==> src/rtl/ars_pkg.sv <==
package ars_pkg;
    localparam int STAT_W = 8;
    localparam int TAG_W  = 4;

    localparam logic [2:0] SEL_STATUS = 3'b000;
    localparam logic [2:0] SEL_RESULT = 3'b011;

    typedef struct packed {
        logic             rdy;
        logic             err;
        logic             noref;
        logic             par;
        logic [TAG_W-1:0] tag;
    } stat_t;

    localparam stat_t STAT_RST = stat_t'(8'h80);
endpackage

==> src/rtl/ars_clamp.sv <==
module ars_clamp #(
    parameter int DATA_W = 24
) (
    input  logic [DATA_W-1:0] raw_i,
    input  logic              over_i,
    input  logic              under_i,
    input  logic              ref_low_i,
    input  logic              refdet_en_i,
    input  logic              par_en_i,
    output logic [DATA_W-1:0] res_o,
    output logic              err_o,
    output logic              noref_o,
    output logic              par_o
);
    logic ref_bad;

    always_comb begin
        ref_bad = ref_low_i && refdet_en_i;
        res_o   = raw_i;
        err_o   = 1'b0;
        if (ref_bad || over_i) begin
            res_o = {DATA_W{1'b1}};
            err_o = 1'b1;
        end else if (under_i) begin
            res_o = '0;
            err_o = 1'b1;
        end
        noref_o = ref_bad;
        par_o   = par_en_i && (^res_o);
    end
endmodule

==> src/rtl/ars_status.sv <==
module ars_status
    import ars_pkg::*;
#(
    parameter int DATA_W      = 24,
    parameter int PRE_RDY_CYC = 4,
    parameter int ETA_W       = 8
) (
    input  logic              clk,
    input  logic              rst_n,
    input  logic              wr_i,
    input  logic [DATA_W-1:0] res_i,
    input  logic              err_i,
    input  logic              noref_i,
    input  logic              par_i,
    input  logic [TAG_W-1:0]  tag_i,
    input  logic              consume_i,
    input  logic              force_i,
    input  logic [ETA_W-1:0]  eta_i,
    output stat_t             stat_o,
    output logic [DATA_W-1:0] data_o
);
    localparam logic [ETA_W-1:0] ETA_LIM = ETA_W'(PRE_RDY_CYC);

    typedef struct packed {
        stat_t             stat;
        logic [DATA_W-1:0] data;
    } hold_t;

    hold_t hold_d, hold_q;
    logic  eta_win;

    always_comb begin
        eta_win = (eta_i != '0) && (eta_i <= ETA_LIM);
        hold_d  = hold_q;
        if (consume_i && !hold_q.stat.rdy) hold_d.stat.rdy = 1'b1;
        if (eta_win)                       hold_d.stat.rdy = 1'b1;
        if (wr_i) begin
            hold_d.data       = res_i;
            hold_d.stat.rdy   = 1'b0;
            hold_d.stat.err   = err_i;
            hold_d.stat.noref = noref_i;
            hold_d.stat.par   = par_i;
            hold_d.stat.tag   = tag_i;
        end
        if (force_i) hold_d.stat.rdy = 1'b1;
    end

    always_ff @(posedge clk) begin
        if (!rst_n) begin
            hold_q.stat <= STAT_RST;
            hold_q.data <= '0;
        end else begin
            hold_q <= hold_d;
        end
    end

    assign stat_o = hold_q.stat;
    assign data_o = hold_q.data;


    wr_clears_rdy_chk: assert property (@(posedge clk) disable iff (!rst_n)
        wr_i && !force_i |=> !stat_o.rdy && stat_o.tag == $past(tag_i));

    force_sets_rdy_chk: assert property (@(posedge clk) disable iff (!rst_n)
        force_i |=> stat_o.rdy);

    consume_sets_rdy_chk: assert property (@(posedge clk) disable iff (!rst_n)
        consume_i && !stat_o.rdy && !wr_i |=> stat_o.rdy);

    busy_read_hold_chk: assert property (@(posedge clk) disable iff (!rst_n)
        consume_i && stat_o.rdy && !wr_i |=> $stable(stat_o) && $stable(data_o));
endmodule

==> src/rtl/ars_readout.sv <==
module ars_readout
    import ars_pkg::*;
#(
    parameter int DATA_W = 24
) (
    input  logic              clk,
    input  logic              rst_n,
    input  logic              rd_i,
    input  logic [2:0]        sel_i,
    input  logic              append_i,
    input  stat_t             stat_i,
    input  logic [DATA_W-1:0] data_i,
    output logic              valid_o,
    output logic [DATA_W+STAT_W-1:0] dout_o,
    output logic [$clog2(DATA_W+STAT_W+1)-1:0] len_o
);
    localparam int OUT_W = DATA_W + STAT_W;
    localparam int LEN_W = $clog2(OUT_W + 1);

    typedef struct packed {
        logic             valid;
        logic [OUT_W-1:0] dout;
        logic [LEN_W-1:0] len;
    } ans_t;

    ans_t ans_d, ans_q;

    always_comb begin
        ans_d.valid = rd_i;
        ans_d.dout  = '0;
        ans_d.len   = '0;
        if (rd_i) begin
            if (sel_i == SEL_STATUS) begin
                ans_d.dout = {stat_i, {DATA_W{1'b0}}};
                ans_d.len  = LEN_W'(STAT_W);
            end else if (sel_i == SEL_RESULT) begin
                if (append_i) begin
                    ans_d.dout = {data_i, stat_i};
                    ans_d.len  = LEN_W'(OUT_W);
                end else begin
                    ans_d.dout = {data_i, {STAT_W{1'b0}}};
                    ans_d.len  = LEN_W'(DATA_W);
                end
            end
        end
    end

    always_ff @(posedge clk) begin
        if (!rst_n) ans_q <= '0;
        else        ans_q <= ans_d;
    end

    assign valid_o = ans_q.valid;
    assign dout_o  = ans_q.dout;
    assign len_o   = ans_q.len;


    answer_follows_strobe_chk: assert property (@(posedge clk) disable iff (!rst_n)
        rd_i |=> valid_o);

    append_len_chk: assert property (@(posedge clk) disable iff (!rst_n)
        rd_i && sel_i == SEL_RESULT && append_i |=> len_o == LEN_W'(OUT_W));
endmodule

==> src/rtl/adc_result_status.sv <==
module adc_result_status
    import ars_pkg::*;
#(
    parameter int DATA_W      = 24,
    parameter int PRE_RDY_CYC = 4,
    parameter int ETA_W       = 8,
    localparam int OUT_W      = DATA_W + STAT_W,
    localparam int LEN_W      = $clog2(OUT_W + 1)
) (
    input  logic              clk,
    input  logic              rst_n,
    input  logic              res_wr,
    input  logic [DATA_W-1:0] res_data,
    input  logic [3:0]        res_chan,
    input  logic              res_over,
    input  logic              res_under,
    input  logic              ref_low,
    input  logic              refdet_en,
    input  logic              parity_en,
    input  logic              append_en,
    input  logic [ETA_W-1:0]  wr_eta,
    input  logic              pwr_down,
    input  logic              idle,
    input  logic              sync_n,
    input  logic              rd_stb,
    input  logic [2:0]        rd_sel,
    output logic              rd_valid,
    output logic [OUT_W-1:0]  rd_dout,
    output logic [LEN_W-1:0]  rd_len
);
    logic [DATA_W-1:0] cond_res;
    logic              cond_err, cond_noref, cond_par;
    logic              hold_force, data_rd;
    stat_t             stat_w;
    logic [DATA_W-1:0] data_w;

    assign hold_force = pwr_down || idle || !sync_n;
    assign data_rd    = rd_stb && (rd_sel == SEL_RESULT);

    ars_clamp #(.DATA_W(DATA_W)) u_clamp (
        .raw_i(res_data), .over_i(res_over), .under_i(res_under),
        .ref_low_i(ref_low), .refdet_en_i(refdet_en), .par_en_i(parity_en),
        .res_o(cond_res), .err_o(cond_err), .noref_o(cond_noref), .par_o(cond_par)
    );

    ars_status #(.DATA_W(DATA_W), .PRE_RDY_CYC(PRE_RDY_CYC), .ETA_W(ETA_W)) u_status (
        .clk(clk), .rst_n(rst_n), .wr_i(res_wr), .res_i(cond_res),
        .err_i(cond_err), .noref_i(cond_noref), .par_i(cond_par), .tag_i(res_chan),
        .consume_i(data_rd), .force_i(hold_force), .eta_i(wr_eta),
        .stat_o(stat_w), .data_o(data_w)
    );

    ars_readout #(.DATA_W(DATA_W)) u_readout (
        .clk(clk), .rst_n(rst_n), .rd_i(rd_stb), .sel_i(rd_sel),
        .append_i(append_en), .stat_i(stat_w), .data_i(data_w),
        .valid_o(rd_valid), .dout_o(rd_dout), .len_o(rd_len)
    );


    parity_on_chk: assert property (@(posedge clk) disable iff (!rst_n)
        res_wr && parity_en |=> stat_w.par == ($countones(data_w) % 2 == 1));

    parity_off_chk: assert property (@(posedge clk) disable iff (!rst_n)
        res_wr && !parity_en |=> !stat_w.par);

    noref_clamp_chk: assert property (@(posedge clk) disable iff (!rst_n)
        res_wr && ref_low && refdet_en |=> stat_w.noref && stat_w.err && (&data_w));

    over_clamp_chk: assert property (@(posedge clk) disable iff (!rst_n)
        res_wr && res_over |=> stat_w.err && (&data_w));

    in_range_chk: assert property (@(posedge clk) disable iff (!rst_n)
        res_wr && !res_over && !res_under && !(ref_low && refdet_en)
        |=> !stat_w.err && data_w == $past(res_data));
endmodule

==> config.mk <==
export PLATFORM = sky130hd
export DESIGN_NAME = adc_result_status
export DESIGN_NICKNAME = d
export VERILOG_FILES = /design/src/rtl/ars_pkg.sv /design/src/rtl/ars_clamp.sv /design/src/rtl/ars_status.sv /design/src/rtl/ars_readout.sv /design/src/rtl/adc_result_status.sv
export SDC_FILE = /design/constraint.sdc
export NUM_CORES = 1
export LEC_CHECK = 0
export BUFFER_PORTS_ARGS = -buffer_cell sky130_fd_sc_hd__buf_2
export CORE_ASPECT_RATIO = 1.1
export CORE_MARGIN = 2
export CORE_UTILIZATION = 52
export DETAILED_ROUTE_END_ITERATION = 16
export PLACE_DENSITY = 0.83
export SYNTH_ARGS = -nofsm -noshare
export SYNTH_HDL_FRONTEND = slang
export SYNTH_SLANG_ARGS = --single-unit
export TNS_END_PERCENT = 10
==> constraint.sdc <==
create_clock -name clk -period 2.6 [get_ports clk]
set_input_delay 0.39 -clock clk [delete_from_list [all_inputs] [get_ports clk]]
set_output_delay 0.39 -clock clk [all_outputs]
set_load 0.05 [all_outputs]
# After elaboration in Yosys (flattened, before gate mapping)
# Cells that the tools add are included.
# op_classes
reduce_logical	18
bitwise	4
n_lt_le_gt_ge	1
eq_ne	1
n_mux	10
# ops
op	n
$mux W38	2
$mux W24	2
$mux W32	1
$reduce_xor A24 Y1	1
$mux W14	1
$le A8 B3 Y1 const B	1
$reduce_bool A8 Y1	1
$logic_and A1 B1 Y1	5
$reduce_or A5 Y1	1
$mux W1	4
$not A1 Y1	4
$reduce_or A4 Y1	1
$eq A3 B2 Y1 const B	1
$logic_not A3 Y1	1
$logic_or A1 B1 Y1	3
$reduce_bool A3 Y1	1
$logic_not A1 Y1	2
$reduce_and A2 Y1	1
$reduce_or A2 Y1	1
# totals
word_cells	46
ff_bits	71

# Longest topological paths before layout
# Gate-level depths: netlist of run 1.
# logic_depth
depth_word	6
mapped_depth	6
depth_no_buf	5

# By module
# From an unflattened synthesis of run 1, not the netlist that was laid out.
# unflattened
cells_unflattened	318
area_unflattened_um2	2960.3
# by_module_without_submodules
mod	cells_each	n_inst	area_per_inst_um2
ars_status	109	1	1251.2
ars_readout	129	1	1229.9
ars_clamp	78	1	460.4
adc_result_status	2	1	18.8

# Least setup slack after synthesis of run 1
# OpenSTA, ideal clock, no wires.
# synth_timing
path_type	input to register
from	in res_data[5]
to	reg u_status.hold_q (netlist bit u_status.stat_o[4])
slack_ps	1166
setup_time_ps	75
t_required_ps	2525
n_path_buf	0
arrival_ps	1359
stages	5
path_cell_list	xor2_1 xnor2_1 xnor2_1 xnor3_1 o22ai_1
# synth_via
elab_chain_cells	4
# synth_lines
element	line_no	source
from (decl)	adc_result_status.sv:13	input logic [DATA_W-1:0] res_data,
$mux W24	ars_clamp.sv:24	end else if (under_i) begin
$mux W24	ars_clamp.sv:21	if (ref_bad || over_i) begin
$reduce_xor A24 Y1	ars_clamp.sv:29	par_o = par_en_i && (^res_o);
$logic_and A1 B1 Y1	ars_clamp.sv:29	
to (signal assigned)	ars_status.sv:53	hold_q <= hold_d;
to (decl)	ars_status.sv:29	hold_t hold_d, hold_q;
# Every way passes these cells.
# A chain may end at the register's enable or synchronous reset.

# Final worst setup path of run 1
# layout_timing
from	in res_data[10]
to	reg u_status.hold_q (netlist bit u_status.stat_o[4])
# The elaborated chain is that of the path after synthesis.

==> results.sh, run 1 <==
export IMPL_rsz0062_at_grt="false"
export IMPL_yosysTopAreaCellShare=0.547
export IMPL_drt_initial_drc_count=108
export IMPL_grt_pass1_wl_mm=8.95
export IMPL_hold_viol=0
export IMPL_root_buffer="clkbuf_8"
export IMPL_tns_ns=0
export IMPL_start_util=0.538
export IMPL_fin_skew_ns=0.00626
export IMPL_cts_tree="yes"
export IMPL_seqPwrFrac=0.475
export IMPL_cp_end_kind="flop"
export IMPL_post_place_ws_ns=0.881
export IMPL_whs_path_depth=2
export IMPL_io_pins=91
export IMPL_ff2ff_setup_slack_ns=1.81
export IMPL_min_period_ns=1.34
export IMPL_drt_total_wl_mm=5.49
export IMPL_drive_above_1_share=0.322
export IMPL_num_antenna_cells=0
export IMPL_cts_buffers=9
export IMPL_hold_buffers=0
export IMPL_numClockSinks=68
export IMPL_comb_power_share=0.117
export IMPL_core_um2=4620
export IMPL_clk_pin_slew_ns=0.07
export IMPL_cts_resized=0
export IMPL_clk_latency_ns=0.34
export IMPL_ys_seq_area_frac=0.547
export IMPL_syn_avg_cell_area_um2=10.1
export IMPL_synthAdderAreaFrac=0
export IMPL_syn_to_final_growth_pct=27.7
export IMPL_synth_simple_area_share=0.174
export IMPL_p_leak_uw=0.00149
export IMPL_dieArea_um2=5350
export IMPL_final_cells=395
export IMPL_dp_cells=379
export IMPL_ir_drop_mv=0.510
export IMPL_dr_wl_met2_mm=2.75
export IMPL_syn_area_um2=2490
export IMPL_min_from="sync_n"
export IMPL_wl_met3_um=235
export IMPL_cap_violations=0
export IMPL_wl_per_cell_um=13.9
export IMPL_p_switching_uw=540
export IMPL_setup_violations=0
export IMPL_netlist_top_cell_by_area="dfxtp_1"
export IMPL_cp_arrival_ns=1.61
export IMPL_r2r_end="u_status.stat_o[7]$_SDFFE_PP1P_"
export IMPL_worstHoldEndpoint="u_status.stat_o[7]$_SDFFE_PP1P_"
export IMPL_dr_pass1_iters=4
export IMPL_dieWidth_um=69.9
export IMPL_r2r_start="u_status.stat_o[7]$_SDFFE_PP1P_"
export IMPL_p_clk_frac=0.408
export IMPL_layout_worst_path_cycle_share=0.515
export IMPL_gp_congestion=0.760
export IMPL_ys_seq_elements=68
export IMPL_top_layer_used="met4"
export IMPL_p_int_uw=1780
export IMPL_port_buffers=87
export IMPL_worstMarginPinSlew_ns=0.886
export IMPL_crit_path_max_fanout=2
export IMPL_netlist_instances=247
export IMPL_track_usage=0.213
export IMPL_first_global_vias=2022
export IMPL_fin_nets=386
export IMPL_htree_levels=3
export IMPL_slew_violations=0
export IMPL_via_per_inst=5.06
export IMPL_synth_edf_count=0
export IMPL_cts_buffer_depth=2
export IMPL_finalWorstSetupSlack_ns=1.26
export IMPL_cp_start_kind="primary input"
export IMPL_startpoint="res_data[10]"
export IMPL_ant_nets=0
export IMPL_fmax_mhz=747
export IMPL_synthDistinctLibCells=31
export IMPL_holdWs_ns=0.236
export IMPL_synthMuxAreaShare=0.0161
export IMPL_rr_worst_depth=2
export IMPL_die_h_um=76.5
export IMPL_drc=0
export IMPL_synth_top_family_by_area="simple AND/OR/NAND/NOR gates"
export IMPL_dp_hpwl_mm=3.71
export IMPL_synth_compound_area_share=0.141
export IMPL_worst_hold_path_type="primary input to flop"
export IMPL_post_cts_buffers=0
export IMPL_power_density_nw_per_um2=730
export IMPL_async_flop_share=0
export IMPL_grt_overflow=0
export IMPL_yosysWarningCount=0
export IMPL_max_slew_margin_rel=0.404
export IMPL_crit_type="primary input to flop"
export IMPL_antenna_found_initial=0
export IMPL_swShare=0.233
export IMPL_p_total_uw=2320
export IMPL_synth_xor_area_frac=0.0865
export IMPL_status="finished, final reports clean"
export IMPL_rows=26
export IMPL_wl_met1_mm=2.33
export IMPL_cp_required_ns=2.87
export IMPL_grt_max_degree=34
export IMPL_vias=2000
export IMPL_ys_flop_type="dfxtp_1"
export IMPL_yosys_top_cells_area="dfxtp_1 55%, xnor2_1 6.3%, nand2b_1 5.5%, o21ai_0 5.0%, a21oi_1 4.8%"
registers in the layout, summed over array words and instances (netlist names):
signal             count
u_readout.dout_o      32
u_status.data_o       24
u_status.stat_o        8
u_readout.len_o        3
u_readout.valid_o      1
cells in the mapped netlist (3+ instances only):
library cell / n
dfxtp_1: 68
o21ai_0: 25
a21oi_1: 24
nand2b_1: 22
xnor2_1: 18
and2_1: 17
clkbuf_1: 12
a22o_1: 8
and3_1: 8
nor2b_1: 5
mux2i_1: 4
nand2_1: 4
xor2_1: 4
buf_4: 3
nor2_1: 3
nor3_1: 3
routing by layer:
layer	global-route usage	up-vias
li1	-	1004
met1	0.246	917
met2	0.368	64
met3	0.0357	15
met4	0.127	0
met5	0	-
worst max path at each step:
stage	to	slack [ns]
2_1_floorplan	u_status.stat_o[4]$_SDFFE_PN0P_	1.17
3_3_place_gp	u_status.stat_o[4]$_SDFFE_PN0P_	0.96
3_5_place_dp	u_status.stat_o[4]$_SDFFE_PN0P_	0.88
4_1_cts	u_status.stat_o[4]$_SDFFE_PN0P_	1.23
5_1_grt	u_status.stat_o[4]$_SDFFE_PN0P_	1.19
6_report	u_status.stat_o[4]$_SDFFE_PN0P_	1.26
stage by stage:
stage / util / instance area [µm²]
6_report: 0.687 / 3180
5_1_grt: 0.687 / 3180
4_1_cts: 0.687 / 3180
3_5_place_dp: 0.640 / 2960
3_3_place_gp: 0.640 / 2960
2_1_floorplan: - / 2490
cell families after synthesis:
kind of cell | Yosys count
XOR/XNOR | 23
buffers and inverters | 19
flip-flops | 68
AND/OR/NAND/NOR | 71
AO/OA/AOI/OAI | 61
other | 1
multiplexers | 4
cell usage in the layout (no fill, tap or decap), types with 2 or more instances in the layout:
| cell | Yosys | final |
|---|---|---|
| nor2_1 | 3 | 3 |
| clkbuf_8 | 0 | 10 |
| nor2b_1 | 5 | 5 |
| xor2_1 | 4 | 4 |
| buf_2 | 2 | 87 |
| nand2b_1 | 22 | 22 |
| and3_1 | 8 | 8 |
| a21oi_1 | 24 | 24 |
| buf_4 | 3 | 4 |
| bufinv_16 | 0 | 2 |
| nor3_1 | 3 | 2 |
| a22o_1 | 8 | 8 |
| and2_1 | 17 | 17 |
| mux2i_1 | 4 | 4 |
| clkbuf_1 | 12 | 2 |
| nand3_1 | 2 | 2 |
| nand2_1 | 4 | 4 |
| xnor2_1 | 18 | 18 |
| inv_1 | 2 | 2 |
| conb_1 | 1 | 3 |
| dfxtp_1 | 68 | 68 |
| or2b_1 | 2 | 2 |
| o21ai_0 | 25 | 25 |
critical path, cell delays in order:
cell,delay [ns]
buf_2,0.11
xnor2_1,0.23
xnor2_1,0.17
xnor2_1,0.16
xnor3_1,0.41
o22ai_1,0.14
power by group through the flow:
stage	clock network, µW	logic [µW]	registers [µW]
finish	945	272	1100
global route	999	299	1110
CTS	953	274	1100
detailed placement	0	272	1130
global placement	0	266	1120
floorplan	0	172	1140
layout make-up:
type                            count  area (µm²)
Multi-Input combinational cell    162        1050
Sequential cell                    68        1360
Fill cell                         364        1440
Tap cell                           56        70.1
Timing Repair Buffer               91         465
Inverter                            2        7.51
Clock buffer                       12         145
Clock inverter                      4        72.6
Note: power is estimated with default switching activity, not from simulation.
==> run 2: changes to the inputs <==
--- a/config.mk
+++ b/config.mk
@@ -8,9 +8,9 @@
 export BUFFER_PORTS_ARGS = -buffer_cell sky130_fd_sc_hd__buf_2
 export CORE_ASPECT_RATIO = 1.1
 export CORE_MARGIN = 2
-export CORE_UTILIZATION = 52
+export CORE_UTILIZATION = 44
 export DETAILED_ROUTE_END_ITERATION = 16
-export PLACE_DENSITY = 0.83
+export PLACE_DENSITY = 0.75
 export SYNTH_ARGS = -nofsm -noshare
 export SYNTH_HDL_FRONTEND = slang
 export SYNTH_SLANG_ARGS = --single-unit
==> constraint.sdc (replaced) <==
create_clock -name clk -period 1.1 [get_ports clk]
set_input_delay 0.165 -clock clk [delete_from_list [all_inputs] [get_ports clk]]
set_output_delay 0.165 -clock clk [all_outputs]
set_load 0.05 [all_outputs]
==> results.sh, run 2 (synthesis results as in run 1) <==
export IMPL_vias=2054
export IMPL_syn_to_final_growth_pct=38.3
export IMPL_grt_max_degree=34
export IMPL_htree_levels=3
export IMPL_dr_pass1_iters=4
export IMPL_clk_pin_slew_ns=0.07
export IMPL_start_util=0.458
export IMPL_hold_viol=0
export IMPL_final_cells=431
export IMPL_crit_path_max_fanout=2
export IMPL_track_usage=0.187
export IMPL_whs_path_depth=3
export IMPL_drt_total_wl_mm=5.56
export IMPL_cp_arrival_ns=1.38
export IMPL_finalWorstSetupSlack_ns=-0.0127
export IMPL_power_density_nw_per_um2=1690
export IMPL_cts_buffer_depth=2
export IMPL_drt_initial_drc_count=102
export IMPL_p_leak_uw=0.00160
export IMPL_first_global_vias=1968
export IMPL_grt_overflow=0
export IMPL_gp_congestion=0.745
export IMPL_fin_skew_ns=0.00373
export IMPL_rows=28
export IMPL_dieWidth_um=75.7
export IMPL_crit_type="primary input to flop"
export IMPL_wl_per_cell_um=12.9
export IMPL_rr_worst_depth=2
export IMPL_port_buffers=87
export IMPL_cp_required_ns=1.37
export IMPL_final_cell_mix="68 x dfxtp_1, 64 x buf_2, 25 x o21ai_0"
export IMPL_die_h_um=82.9
export IMPL_dp_cells=414
export IMPL_root_buffer="clkbuf_8"
export IMPL_core_um2=5430
export IMPL_min_period_ns=1.11
export IMPL_post_place_ws_ns=-0.403
export IMPL_io_pins=91
export IMPL_ir_drop_mv=1.02
export IMPL_fmax_mhz=899
export IMPL_antenna_found_initial=0
export IMPL_status="finished with violations"
export IMPL_dieArea_um2=6270
export IMPL_critPathMaxStageDelay_ns=0.41
export IMPL_layout_worst_path_cycle_share=1.01
export IMPL_p_total_uw=5820
export IMPL_drc=0
export IMPL_num_antenna_cells=0
export IMPL_via_per_inst=4.77
export IMPL_fin_nets=403
export IMPL_dp_hpwl_mm=3.80
export IMPL_setup_violations=1
export IMPL_cap_violations=0
export IMPL_violations="setup timing"
export IMPL_final_common_cell="dfxtp_1"
export IMPL_drive_above_1_share=0.365
export IMPL_cts_tree="yes"
export IMPL_cp_cell_sequence="buf_2 > xnor2_1 > xnor2_1 > xnor2_1 > xnor3_1 > o22ai_1"
export IMPL_cp_start_kind="primary input"
export IMPL_cp_slowest_cell="xnor3_1"
export IMPL_slew_violations=0
export IMPL_numClockSinks=68
export IMPL_rsz0062_at_grt="true"
export IMPL_cp_common_cell="xnor2_1"
export IMPL_cp_end_kind="flop"
export IMPL_worst_hold_path_type="primary input to flop"
export IMPL_grt_pass1_wl_mm=8.91
export IMPL_clk_latency_ns=0.34
export IMPL_largest_reg_flops=32
export IMPL_cts_buffers=9
export IMPL_ant_nets=0
## run 2: what timing repair did
item / CTS / global route
buffers inserted: 0 / 0
resized for setup: 4 / 21
endpoints found under the hold margin: 1 / 0
pin swaps: 2 / 1
hold buffers: 1 / 0
gates cloned: 0 / 0
setup endpoints to repair: 5 / 20
## run 2: cell type report
class,count,area [µm²]
clock buffers,10,138
multi-input cells,162,1080
inverters,2,7.51
well taps,75,93.8
clock inverters,6,111
fillers,454,1990
repair buffers,108,653
flip-flops and latches,68,1360
## run 2: final timing paths
| check | start | to | slack (ns) |
|---|---|---|---|
| worst min register to register | u_status.data_o[0]$_SDFFE_PN0P_ | u_readout.dout_o[8]$_SDFF_PP0_ | 0.45 |
| worst max-delay path | res_data[9] | u_status.stat_o[4]$_SDFFE_PN0P_ | -0.01 |
| worst max register to register | u_status.stat_o[7]$_SDFFE_PP1P_ | u_status.stat_o[7]$_SDFFE_PP1P_ | 0.29 |
| worst min-delay path | pwr_down | u_status.stat_o[7]$_SDFFE_PP1P_ | 0.04 |
## run 2: report_power, final
| part | internal (µW) | switching (µW) |
|---|---|---|
| clock network | 1570 | 956 |
| logic | 354 | 342 |
| registers | 2560 | 41.9 |
| total | 4480 | 1340 |
## run 2: stage by stage
| step | TNS (ns) | cell area [µm²] | hold WS [ns] | util |
|---|---|---|---|---|
| after global routing | -0.141 | 3440 | 0.0434 | 0.634 |
| after floorplan | -0.820 | 2500 | 0.246 | - |
| final | -0.0127 | 3440 | 0.0388 | 0.634 |
| after detailed placement | -1.11 | 3110 | 0.356 | 0.573 |
| after CTS | 0 | 3380 | 0.0330 | 0.622 |
| after global placement | -0.792 | 3110 | 0.354 | 0.573 |
## run 2: per-layer routing
metal	part of all wire	GRT usage	vias to the layer above
met4	0.017	0.0813	0
met3	0.053	0.0534	7
met1	0.43	0.231	960
li1	-	-	1031
met5	0	0	-
met2	0.50	0.298	56
## run 2: critical path: cells and delay by family
| kind | cells | cell delay [ns] |
|---|---|---|
| AOI/OAI and AO/OA | 1 | 0.15 |
| xor gates and xnor gates | 4 | 0.95 |
| buffers and inverters | 1 | 0.12 |
==> run 3: changes to the inputs <==
==> constraint.sdc (replaced) <==
create_clock -name clk -period 1.1 [get_ports clk]
set_input_delay 0.055 -clock clk [delete_from_list [all_inputs] [get_ports clk]]
set_output_delay 0.055 -clock clk [all_outputs]
set_load 0.05 [all_outputs]
==> results.sh, run 3 (synthesis results as in run 1) <==
export IMPL_status="finished, final reports clean"
export IMPL_cp_num_buf_inv=1
export IMPL_dp_hpwl_mm=3.71
export IMPL_tns_ns=0
export IMPL_fin_util=0.648
export IMPL_dieWidth_um=75.7
export IMPL_cp_end_kind="output pin"
export IMPL_cts_tree="yes"
export IMPL_ant_nets=0
export IMPL_crit_path_max_fanout=1
export IMPL_clk_latency_ns=0.33
export IMPL_r2r_end="u_status.stat_o[7]$_SDFFE_PP1P_"
export IMPL_final_common_cell="buf_2"
export IMPL_final_cells=444
export IMPL_cp_start_kind="flop"
export IMPL_finalWorstSetupSlack_ns=0.0897
export IMPL_num_antenna_cells=0
export IMPL_htree_levels=3
export IMPL_cp_slowest_cell="dfxtp_1"
export IMPL_rows=28
export IMPL_layout_worst_path_cycle_share=0.918
export IMPL_crit_type="flop to output pin"
export IMPL_cp_cell_sequence="buf_2"
export IMPL_cp_depth=1
export IMPL_cts_buffers=9
export IMPL_vias=2129
export IMPL_gp_congestion=0.796
export IMPL_drt_total_wl_mm=6.01
export IMPL_cp_arrival_ns=0.96
export IMPL_cap_violations=0
export IMPL_dp_cells=408
export IMPL_fin_skew_ns=0.00580
export IMPL_drc=0
export IMPL_post_place_ws_ns=-0.241
export IMPL_critPathTopFamily="flip-flops"
export IMPL_p_leak_uw=0.00166
export IMPL_hold_viol=0
export IMPL_swShare=0.245
export IMPL_rsz0062_at_grt="false"
export IMPL_fill_cells=440
export IMPL_cp_required_ns=1.04
export IMPL_dieArea_um2=6270
export IMPL_first_global_vias=2032
export IMPL_cts_buffer_depth=2
export IMPL_io_pins=91
export IMPL_start_util=0.458
export IMPL_wl_per_cell_um=13.5
export IMPL_grt_pass1_wl_mm=9.36
export IMPL_largest_reg_flops=32
export IMPL_worst_hold_path_type="primary input to flop"
export IMPL_setup_violations=0
export IMPL_seqPwrFrac=0.519
export IMPL_drive_above_1_share=0.328
export IMPL_cp_endpoint="rd_dout[7]"
export IMPL_core_um2=5430
export IMPL_antenna_found_initial=0
export IMPL_clk_pin_slew_ns=0.06
export IMPL_p_int_uw=3790
export IMPL_grt_overflow=0
export IMPL_syn_to_final_growth_pct=41.5
export IMPL_ir_drop_mv=0.887
export IMPL_grt_max_degree=34
export IMPL_via_per_inst=4.80
export IMPL_power_density_nw_per_um2=1430
export IMPL_comb_power_share=0.148
export IMPL_root_buffer="clkbuf_8"
export IMPL_p_clk_frac=0.333
export IMPL_track_usage=0.197
export IMPL_ff2ff_setup_slack_ns=0.33
export IMPL_r2r_start="u_status.stat_o[7]$_SDFFE_PP1P_"
export IMPL_min_period_ns=1.01
export IMPL_die_h_um=82.9
export IMPL_p_switching_uw=1230
export IMPL_fin_nets=418
export IMPL_drt_initial_drc_count=123
export IMPL_rr_worst_depth=2
export IMPL_final_cell_mix="85 x buf_2, 68 x dfxtp_1, 25 x o21ai_0"
export IMPL_slew_violations=0
export IMPL_fmax_mhz=990
export IMPL_dr_pass1_iters=4
export IMPL_port_buffers=87
export IMPL_critPathMaxStageDelay_ns=0.35
export IMPL_startpoint="u_readout.dout_o[7]$_SDFF_PP0_"
export IMPL_numClockSinks=68
==> run 3: area by class of cell <==
class / instances / area [µm²] / area share
flip-flops and latches: 68 / 1360 / 0.387
multi-input cells: 162 / 1080 / 0.306
repair buffers: 123 / 826 / 0.235
clock buffers: 11 / 141 / 0.0402
well taps: 75 / 93.8 / 0.0267
clock inverters: 3 / 15.0 / 0.00426
inverters: 2 / 7.51 / 0.00213
==> run 3: repair_timing <==
item,in CTS,in global routing
gates resized for setup,0,6
setup endpoints to repair,0,33
hold endpoints to repair,17,0
setup buffers,0,2
hold buffers,20,0
==> run 3: worst min path at each step <==
stage | from | endpoint | cells past startpoint
finish | res_data[13] | u_status.data_o[13]$_SDFFE_PN0P_ | 3
global route | res_data[13] | u_status.data_o[13]$_SDFFE_PN0P_ | 3
CTS | res_data[13] | u_status.data_o[13]$_SDFFE_PN0P_ | 3
detailed placement | sync_n | u_status.stat_o[7]$_SDFFE_PP1P_ | 2
global placement | sync_n | u_status.stat_o[7]$_SDFFE_PP1P_ | 2
floorplan | sync_n | u_status.stat_o[7]$_SDFFE_PP1P_ | 1
==> run 3: power by group through the flow <==
stage	Clock [µW]	Sequential [µW]	Combinational, µW
after floorplan	0	2690	407
after global placement	0	2650	660
after detailed placement	0	2660	670
after CTS	1710	2600	727
after global routing	1820	2610	810
final	1670	2600	744
==> run 3: metal layers <==
metal / global-route usage / routed length (µm) / vias to the layer above
li1: - / - / 1066
met4: 0.107 / 169 / 0
met2: 0.314 / 2990 / 68
met3: 0.0352 / 227 / 14
met1: 0.247 / 2620 / 981
met5: 0 / 0 / -
==> run 3: stage by stage <==
step                instance area (µm²)  power, µW  hold slack (ns)
detailed placement                 3070       3330            0.249
global placement                   3070       3310            0.247
floorplan                          2490       3100            0.136
CTS                                3430       5040          0.00344
global route                       3520       5240           0.0187
finish                             3520       5020           0.0117
